## src/rtl/csc_pkg.sv

```systemverilog
package csc_pkg;
    localparam int PIX_W     = 8;
    localparam int COEF_FRAC = 12;
    localparam int PIPE_LAT  = 2;
    // Matrix coefficients scaled by 2**COEF_FRAC
    localparam int K_R_PR    = 6451;
    localparam int K_G_PR    = -1917;
    localparam int K_G_PB    = -766;
    localparam int K_B_PB    = 7602;
    localparam int NUM_CH    = 3;

    typedef struct packed {
        logic de;
        logic hs;
        logic vs;
    } sideband_t;
endpackage

```

## src/rtl/csc_sideband_delay.sv

```systemverilog
module csc_sideband_delay #(
    parameter int DEPTH = 2,
    parameter int W     = 3
) (
    input  logic         clk,
    input  logic         rst_n,
    input  logic [W-1:0] din,
    output logic [W-1:0] dout
);
    logic [W-1:0] stage_q [DEPTH];

    generate
        for (genvar i = 0; i < DEPTH; i++) begin : g_stage
            if (i == 0) begin : g_first
                always_ff @(posedge clk) begin
                    if (!rst_n) stage_q[i] <= '0;
                    else        stage_q[i] <= din;
                end
            end else begin : g_next
                always_ff @(posedge clk) begin
                    if (!rst_n) stage_q[i] <= '0;
                    else        stage_q[i] <= stage_q[i-1];
                end
            end
        end
    endgenerate

    assign dout = stage_q[DEPTH-1];
endmodule

```

## src/rtl/csc_chan.sv

```systemverilog
// One output channel: result = luma + KA*(diff_a-mid) + KB*(diff_b-mid),
// rounded to nearest and clipped; or pass_val when bypassed.
module csc_chan #(
    parameter int PIX_W = 8,
    parameter int FRAC  = 12,
    parameter int KA    = 0,
    parameter int KB    = 0
) (
    input  logic             clk,
    input  logic             rst_n,
    input  logic [PIX_W-1:0] luma,
    input  logic [PIX_W-1:0] diff_a,
    input  logic [PIX_W-1:0] diff_b,
    input  logic             bypass,
    input  logic [PIX_W-1:0] pass_val,
    output logic [PIX_W-1:0] result
);
    localparam int DW    = PIX_W + 1;
    localparam int ACC_W = PIX_W + FRAC + 4;
    localparam int MID   = 1 << (PIX_W - 1);
    localparam int MAXV  = (1 << PIX_W) - 1;
    localparam logic signed [ACC_W-1:0] HALF  = ACC_W'(1 << (FRAC - 1));
    localparam logic signed [ACC_W-1:0] KA_S  = ACC_W'(KA);
    localparam logic signed [ACC_W-1:0] KB_S  = ACC_W'(KB);
    localparam logic signed [ACC_W-1:0] TOP_S = ACC_W'(MAXV);

    // ---------------- stage 1: offset removal and products ----------------
    logic signed [DW-1:0]    da_c, db_c;
    logic signed [ACC_W-1:0] da_x, db_x;
    logic signed [ACC_W-1:0] base_c, pa_c, pb_c;

    assign da_c   = $signed({1'b0, diff_a}) - $signed(DW'(MID));
    assign db_c   = $signed({1'b0, diff_b}) - $signed(DW'(MID));
    assign da_x   = $signed({{(ACC_W-DW){da_c[DW-1]}}, da_c});
    assign db_x   = $signed({{(ACC_W-DW){db_c[DW-1]}}, db_c});
    assign base_c = $signed({{(ACC_W-PIX_W-FRAC){1'b0}}, luma, {FRAC{1'b0}}}) + HALF;
    assign pa_c   = KA_S * da_x;
    assign pb_c   = KB_S * db_x;

    logic signed [ACC_W-1:0] base_q, pa_q, pb_q;
    logic                    byp_q;
    logic [PIX_W-1:0]        pass_q;

    always_ff @(posedge clk) begin
        if (!rst_n) begin
            base_q <= '0;
            pa_q   <= '0;
            pb_q   <= '0;
            byp_q  <= 1'b0;
            pass_q <= '0;
        end else begin
            base_q <= base_c;
            pa_q   <= pa_c;
            pb_q   <= pb_c;
            byp_q  <= bypass;
            pass_q <= pass_val;
        end
    end

    // ---------------- stage 2: sum, round, clip ----------------
    logic signed [ACC_W-1:0] sum_c, shr_c;
    logic [PIX_W-1:0]        clip_c;

    assign sum_c = base_q + pa_q + pb_q;
    assign shr_c = sum_c >>> FRAC;

    always_comb begin
        if (sum_c[ACC_W-1])      clip_c = '0;
        else if (shr_c > TOP_S)  clip_c = PIX_W'(MAXV);
        else                     clip_c = shr_c[PIX_W-1:0];
    end

    always_ff @(posedge clk) begin
        if (!rst_n) result <= '0;
        else        result <= byp_q ? pass_q : clip_c;
    end
endmodule

```

## src/rtl/ypbpr_rgb_conv.sv

```systemverilog
module ypbpr_rgb_conv
    import csc_pkg::*;
#(
    parameter int P_W    = PIX_W,
    parameter int P_FRAC = COEF_FRAC,
    parameter int P_R_PR = K_R_PR,
    parameter int P_G_PR = K_G_PR,
    parameter int P_G_PB = K_G_PB,
    parameter int P_B_PB = K_B_PB
) (
    input  logic           clk,
    input  logic           rst_n,
    input  logic           bypass,
    input  logic [P_W-1:0] in_y_g,
    input  logic [P_W-1:0] in_pb_b,
    input  logic [P_W-1:0] in_pr_r,
    input  logic           in_de,
    input  logic           in_hs,
    input  logic           in_vs,
    output logic [P_W-1:0] out_r,
    output logic [P_W-1:0] out_g,
    output logic [P_W-1:0] out_b,
    output logic           out_de,
    output logic           out_hs,
    output logic           out_vs
);
    localparam int KA_T [NUM_CH] = '{P_R_PR, P_G_PR, P_B_PB};
    localparam int KB_T [NUM_CH] = '{0,      P_G_PB, 0};

    logic [P_W-1:0] a_sel    [NUM_CH];
    logic [P_W-1:0] b_sel    [NUM_CH];
    logic [P_W-1:0] pass_sel [NUM_CH];
    logic [P_W-1:0] res      [NUM_CH];

    // channel 0 = red, 1 = green, 2 = blue
    always_comb begin
        a_sel[0] = in_pr_r;  b_sel[0] = in_pr_r;  pass_sel[0] = in_pr_r;
        a_sel[1] = in_pr_r;  b_sel[1] = in_pb_b;  pass_sel[1] = in_y_g;
        a_sel[2] = in_pb_b;  b_sel[2] = in_pb_b;  pass_sel[2] = in_pb_b;
    end

    generate
        for (genvar c = 0; c < NUM_CH; c++) begin : g_ch
            csc_chan #(
                .PIX_W (P_W),
                .FRAC  (P_FRAC),
                .KA    (KA_T[c]),
                .KB    (KB_T[c])
            ) u_chan (
                .clk      (clk),
                .rst_n    (rst_n),
                .luma     (in_y_g),
                .diff_a   (a_sel[c]),
                .diff_b   (b_sel[c]),
                .bypass   (bypass),
                .pass_val (pass_sel[c]),
                .result   (res[c])
            );
        end
    endgenerate

    assign out_r = res[0];
    assign out_g = res[1];
    assign out_b = res[2];

    sideband_t sb_in, sb_out;
    assign sb_in = '{de: in_de, hs: in_hs, vs: in_vs};

    csc_sideband_delay #(
        .DEPTH (PIPE_LAT),
        .W     ($bits(sideband_t))
    ) u_sb_dly (
        .clk   (clk),
        .rst_n (rst_n),
        .din   (sb_in),
        .dout  (sb_out)
    );

    assign out_de = sb_out.de;
    assign out_hs = sb_out.hs;
    assign out_vs = sb_out.vs;
endmodule

```

## config.mk

```make
export PLATFORM = sky130hd
export DESIGN_NAME = ypbpr_rgb_conv
export DESIGN_NICKNAME = d
export VERILOG_FILES = /design/src/rtl/csc_pkg.sv /design/src/rtl/csc_sideband_delay.sv /design/src/rtl/csc_chan.sv /design/src/rtl/ypbpr_rgb_conv.sv
export SDC_FILE = /design/constraint.sdc
export NUM_CORES = 1
export LEC_CHECK = 0
export ABC_AREA = 1
export BUFFER_PORTS_ARGS = -buffer_cell sky130_fd_sc_hd__buf_2
export CORE_UTILIZATION = 35
export DETAILED_ROUTE_END_ITERATION = 12
export GPL_TIMING_DRIVEN = 0
export PLACE_DENSITY = 0.57
export SYNTH_ARGS = -nofsm -noshare
export SYNTH_HDL_FRONTEND = slang
export SYNTH_HIERARCHICAL = 1
export SYNTH_SLANG_ARGS = --single-unit
```

## constraint.sdc

```tcl
create_clock -name clk -period 5.7 [get_ports clk]
set_input_delay 0.855 -clock clk [delete_from_list [all_inputs] [get_ports clk]]
set_output_delay 0.855 -clock clk [all_outputs]
set_load 0.03 [all_outputs]
```

# Yosys cells after proc, flatten, opt, wreduce, memory -nomap -nowiden

Memories as Yosys holds them, arrays and structs flattened.
Cells that the tools add are included.
Widths: inputs -> output; s select.

Bits in writable memories: 6
Input port bits: 30
Memories: 1
Output and inout bits: 27
Logic and storage cells: 44
Flip-flop bits (word level): 169

Memory list:

| memory           | depth | bits a word | read ports | clocked after memory_dff | write ports | RTL line                 | source |
|---|---|---|---|---|---|---|---|
| u_sb_dly.stage_q | 2     | 3           | 2          | 0                        | 2           | csc_sideband_delay.sv:10 | `logic [W-1:0] stage_q [DEPTH];` |

$lt $le $gt $ge: 3
Multiplexer cells: 13
$add $sub $neg: 7
Bitwise gates (word level): 2
Multiply operators: 4

Operator list:

| kind                   | count |
|---|---|
| $add 24x24->24         | 4 |
| $mux 8                 | 9 |
| $gt 12x9->1 const B    | 3 |
| $mul 14x9->23 const A  | 1 |
| $mul 13x9->22 const A  | 1 |
| $add 20x12->21 const B | 1 |
| $mul 12x9->21 const A  | 1 |
| $mul 10x9->19 const A  | 1 |
| $sub 8x8->9 const B    | 2 |
| $mux 3                 | 2 |
| $mux 1                 | 2 |
| $or 1x1->1             | 2 |

# Depth between registers and ports, before layout

Word-level depth: 6
Gate-level depth with buffers: 22
Mapped depth without buffers: 22

# Hierarchy

The synthesis kept the hierarchy.

By module, submodules not included:

| module                     | area an instance (um2) | times used | cells each | seq. area each (um2) |
|---|---|---|---|---|
| csc_chan at g_ch[1].u_chan | 6561.3                 | 1          | 805        | 1301.2 |
| csc_chan at g_ch[2].u_chan | 3776.1                 | 1          | 478        | 760.7 |
| csc_chan at g_ch[0].u_chan | 3707.3                 | 1          | 492        | 760.7 |
| csc_sideband_delay         | 165.2                  | 1          | 18         | 120.1 |

# Worst setup path before layout

OpenSTA, ideal clock, no wires.

Path kind: input-to-reg
From: input port in_pr_r[0]
To: register g_ch[1].u_chan.pa_q[19]
Stages: 17
Buffers on the path: 0
Required time: 5.587 ns
Arrival time: 4.643 ns
Library setup time: 0.113 ns
Path slack: 0.944 ns
Cells stage by stage: fa_1 -> inv_1 -> fa_1 -> inv_1 -> fa_1 -> inv_1 -> fa_1 -> inv_1 -> ha_1 -> ha_1 -> nand2_1 -> inv_1 -> a221o_1 -> a31oi_1 -> nand2_1 -> nand2_1 -> nor2_1

Cells in the longest elaborated chain, start to end: 2

Ends and longest elaborated chain:

| what                 | RTL line             | source |
|---|---|---|
| start, declared      | ypbpr_rgb_conv.sv:16 | `input logic [P_W-1:0] in_pr_r,` |
| $sub 8x8->9          | -                    |  |
| $mul 12x9->21        | csc_chan.sv:37       | `assign pa_c = KA_S * da_x;` |
| end signal, assigned | csc_chan.sv:53       | `pa_q <= pa_c;` |
| end, declared        | csc_chan.sv:40       | `logic signed [ACC_W-1:0] base_q, pa_q, pb_q;` |

Every way passes these cells.
A chain may end at the register's enable or synchronous reset.

# Worst setup path after layout

From: input port in_pr_r[7]
To: register g_ch[0].u_chan.pa_q[20]

Cells in the longest elaborated chain, start to end: 2

Ends and longest elaborated chain:

| what                 | RTL line |
|---|---|
| $sub 8x8->9          | - |
| $mul 14x9->23        | csc_chan.sv:37 |
| end signal, assigned | csc_chan.sv:53 |
| end, declared        | csc_chan.sv:40 |

Every way passes these cells.

==> metrics.cfg <==
[cts]
clkSlewWorstSetupHoldPaths_ns=0.06
cts_tree=yes
clock-sinks=147
cts_root_buf=clkbuf_16
clockBufferDepth=2
postCtsSetupBuffers=0
cts_hold_buf=0
cts_resized=0
numCtsBuffers=17
h-tree-depth=4
insertion_delay_ns=0.43

[floorplanning]
fp.dieArea_um2=41410
num_rows=73
die_x_um=203.5
num_io_pins=57
start_util_pct=35.60
core_area_um2=39910
die_y_um=203.5

[global_route]
grt_max_degree=19
antenna_found_initial=0
grt_pass1_vias=11130
grt.total_usage_pct=16.95
grt_overflow=0
grt_pass1_wl_um=55440

[status]
status=finished, final reports clean

[critical_path]
crit_start=in_pr_r[7]
reg2regPathDepth=9
rr_endpoint=g_ch[1].u_chan/result[2]$_SDFF_PN0_
r2r_slack_ns=2.95
critical_path_class=in2reg
worstPathArrival_ns=5.21
rr_startpoint=g_ch[1].u_chan/pb_q[16]$_SDFF_PN0_
start_kind=input port
cp-endpoint=g_ch[0].u_chan/pa_q[20]$_SDFF_PN0_
end_kind=flip-flop
cp_max_fo=11
critical_path_required_ns=6.03

[drt]
wl_met3_um=1088
wl_per_cell_um=13.79
drtIter0Drc=480
ant_nets=0
vias=11110
dr.pass1.iters=5
met2_length_um=15050
viasPerCell=4.616
drcViolationCount=0
dr.max_layer_used=met4
wl_met1_um=16370
drt-total-wl_um=33180

[power_and_ir_drop]
power_per_cell_area_nw_per_um2=432.0
p_leak_nw=8.908
power.total_mw=6.798
vdd_ir_drop_max_mv=0.1925

[cells_and_area]
layout-drive-gt1-share_pct=9.091
area_growth_syn_to_layout_pct=10.75
multiInputGateArea_um2=9722
post-route-util_pct=39.43
seqCellArea_um2=2943
n_antenna_cell=0
final_area_um2=15740
n_fill_cell=4080
finalNonFillerCells=2406
nets=2271

[timing]
final.period_utilization_pct=85.62
skew_ns=0.01008
max_slew_margin_pct=49.91
rsz0062_at_grt=no
fmax_mhz=204.9
setup_violations=0
min_period_ns=4.880
hold_viol_final=0
worst_slew_pin_slew_ns=0.7514
tns_ns=0
setup_slack_ns=0.8198
drv_slew=0
hold_slack_ns=0.4123

[run]
maxCapViolCount=0

[hold_path]
hp-class=reg2reg

[logic_synthesis]
async_flop_share_pct=0
synthDistinctLibCells=52
syn_nets=2196
ys_ff_latch=147
ys_warn_count=6
syn_area_um2=14210
ys_seq_area_share_pct=20.71
avgSynthCellArea_um2=7.925
synth_edf_count=0
syn_inst=1793
synth_top_flop_cell=dfxtp_1

[placed_design]
dpl.hpwl_um=27670
dp_worst_setup_slack_ns=0.4258
port_buffers=56
dpl-instance-area_um2=15150
dp.cells=2374
gpl.final_weighted_congestion=0.8941

==> cell usage in the layout, fill, tap and decap left out, types with 15 or more instances in the layout <==
cell type	synthesis	routed
clkbuf_16	0	17
buf_2	1	57
xnor2_1	21	21
nand2_2	15	15
nand3_1	71	71
xor2_1	18	18
o21ai_0	42	42
a21oi_2	19	19
nand2_1	381	381
fa_1	101	101
ha_1	272	272
nor2_1	87	87
inv_1	381	381
dfxtp_1	147	147
a21oi_1	103	103
==> worst max-delay path, stage by stage <==
cell	delay (ns)
buf_2	0.31
inv_1	0.29
ha_1	0.35
inv_1	0.05
ha_1	0.22
fa_1	0.49
fa_1	0.52
inv_1	0.06
fa_1	0.51
inv_1	0.05
ha_1	0.33
nand2_1	0.11
nor2_1	0.29
nand2_1	0.09
o211ai_1	0.09
nand2_1	0.07
nand2_1	0.16
nand3_1	0.12
a21oi_1	0.18
nor2_1	0.07
==> cell type report <==
cell class,count,share of cell area [%]
Multi-Input combinational cell,1237,61.77
Sequential cell,147,18.70
Inverter,391,9.326
Tap cell,525,4.174
Clock buffer,19,2.814
Timing Repair Buffer,56,1.781
Clock inverter,13,0.9381
Buffer,18,0.4929
==> worst min path at each step <==
stage                                                 start  cells after the start                                end
after floorplan           u_sb_dly/stage_q[0][1]$_SDFF_PN0_                      2  u_sb_dly/stage_q[1][1]$_SDFF_PN0_
after global placement    u_sb_dly/stage_q[0][1]$_SDFF_PN0_                      2  u_sb_dly/stage_q[1][1]$_SDFF_PN0_
final                     u_sb_dly/stage_q[0][1]$_SDFF_PN0_                      2  u_sb_dly/stage_q[1][1]$_SDFF_PN0_
after CTS                 u_sb_dly/stage_q[0][0]$_SDFF_PN0_                      2  u_sb_dly/stage_q[1][0]$_SDFF_PN0_
after detailed placement  u_sb_dly/stage_q[0][0]$_SDFF_PN0_                      2  u_sb_dly/stage_q[1][0]$_SDFF_PN0_
after global routing      u_sb_dly/stage_q[0][1]$_SDFF_PN0_                      2  u_sb_dly/stage_q[1][1]$_SDFF_PN0_
==> report_power, final <==
group	leakage (nW)	total, mW	internal (mW)	switching, mW
Clock	0.283	1.15	0.664	0.485
Combinational	7.40	4.31	1.63	2.68
Sequential	1.22	1.34	1.24	0.0989
==> metal layers <==
metal	vias to the layer above	track usage (%)
met5	-	0
met4	0	5.048
met3	25	2.269
met2	178	27.99
met1	5120	22.92
li1	5783	-
==> registers in the layout, indices dropped and copies added (netlist names) <==
signal              count
g_ch.u_chan/base_q     27
u_sb_dly/stage_q        6
g_ch.u_chan/pb_q       19
g_ch.u_chan/pa_q       44
g_ch.u_chan/pass_q     24
g_ch.u_chan/byp_q       3
g_ch.u_chan/result     24
==> synth_stat cells (4+ instances only) <==
master | number | area share, %
a21o_1 | 11 | 0.58
a21oi_1 | 103 | 3.6
a21oi_2 | 19 | 1.2
clkbuf_1 | 13 | 0.34
dfxtp_1 | 147 | 21
fa_1 | 101 | 14
ha_1 | 272 | 24
inv_1 | 381 | 10
inv_2 | 10 | 0.26
nand2_1 | 381 | 10
nand2_2 | 15 | 0.66
nand3_1 | 71 | 2.5
nand3_2 | 7 | 0.49
nand4_1 | 12 | 0.53
nor2_1 | 87 | 2.3
nor2_2 | 8 | 0.35
nor3_1 | 6 | 0.21
o21a_1 | 8 | 0.42
o21ai_0 | 42 | 1.5
o21ai_2 | 4 | 0.25
o21bai_1 | 6 | 0.32
xnor2_1 | 21 | 1.3
xor2_1 | 18 | 1.1
==> cells by family (layout without fill, tap and decap cells) <==
group | Yosys count | after routing | synth area share (%)
buffers and inverters | 409 | 497 | 10.87
flip-flops | 147 | 147 | 20.71
AO/OA/AOI/OAI | 219 | 219 | 9.325
AND/OR/NAND/NOR | 606 | 606 | 18.51
XOR/XNOR | 39 | 39 | 2.404
adder cells (fa/ha/maj) | 373 | 373 | 38.18
Power figures use the tool's default switching activity.
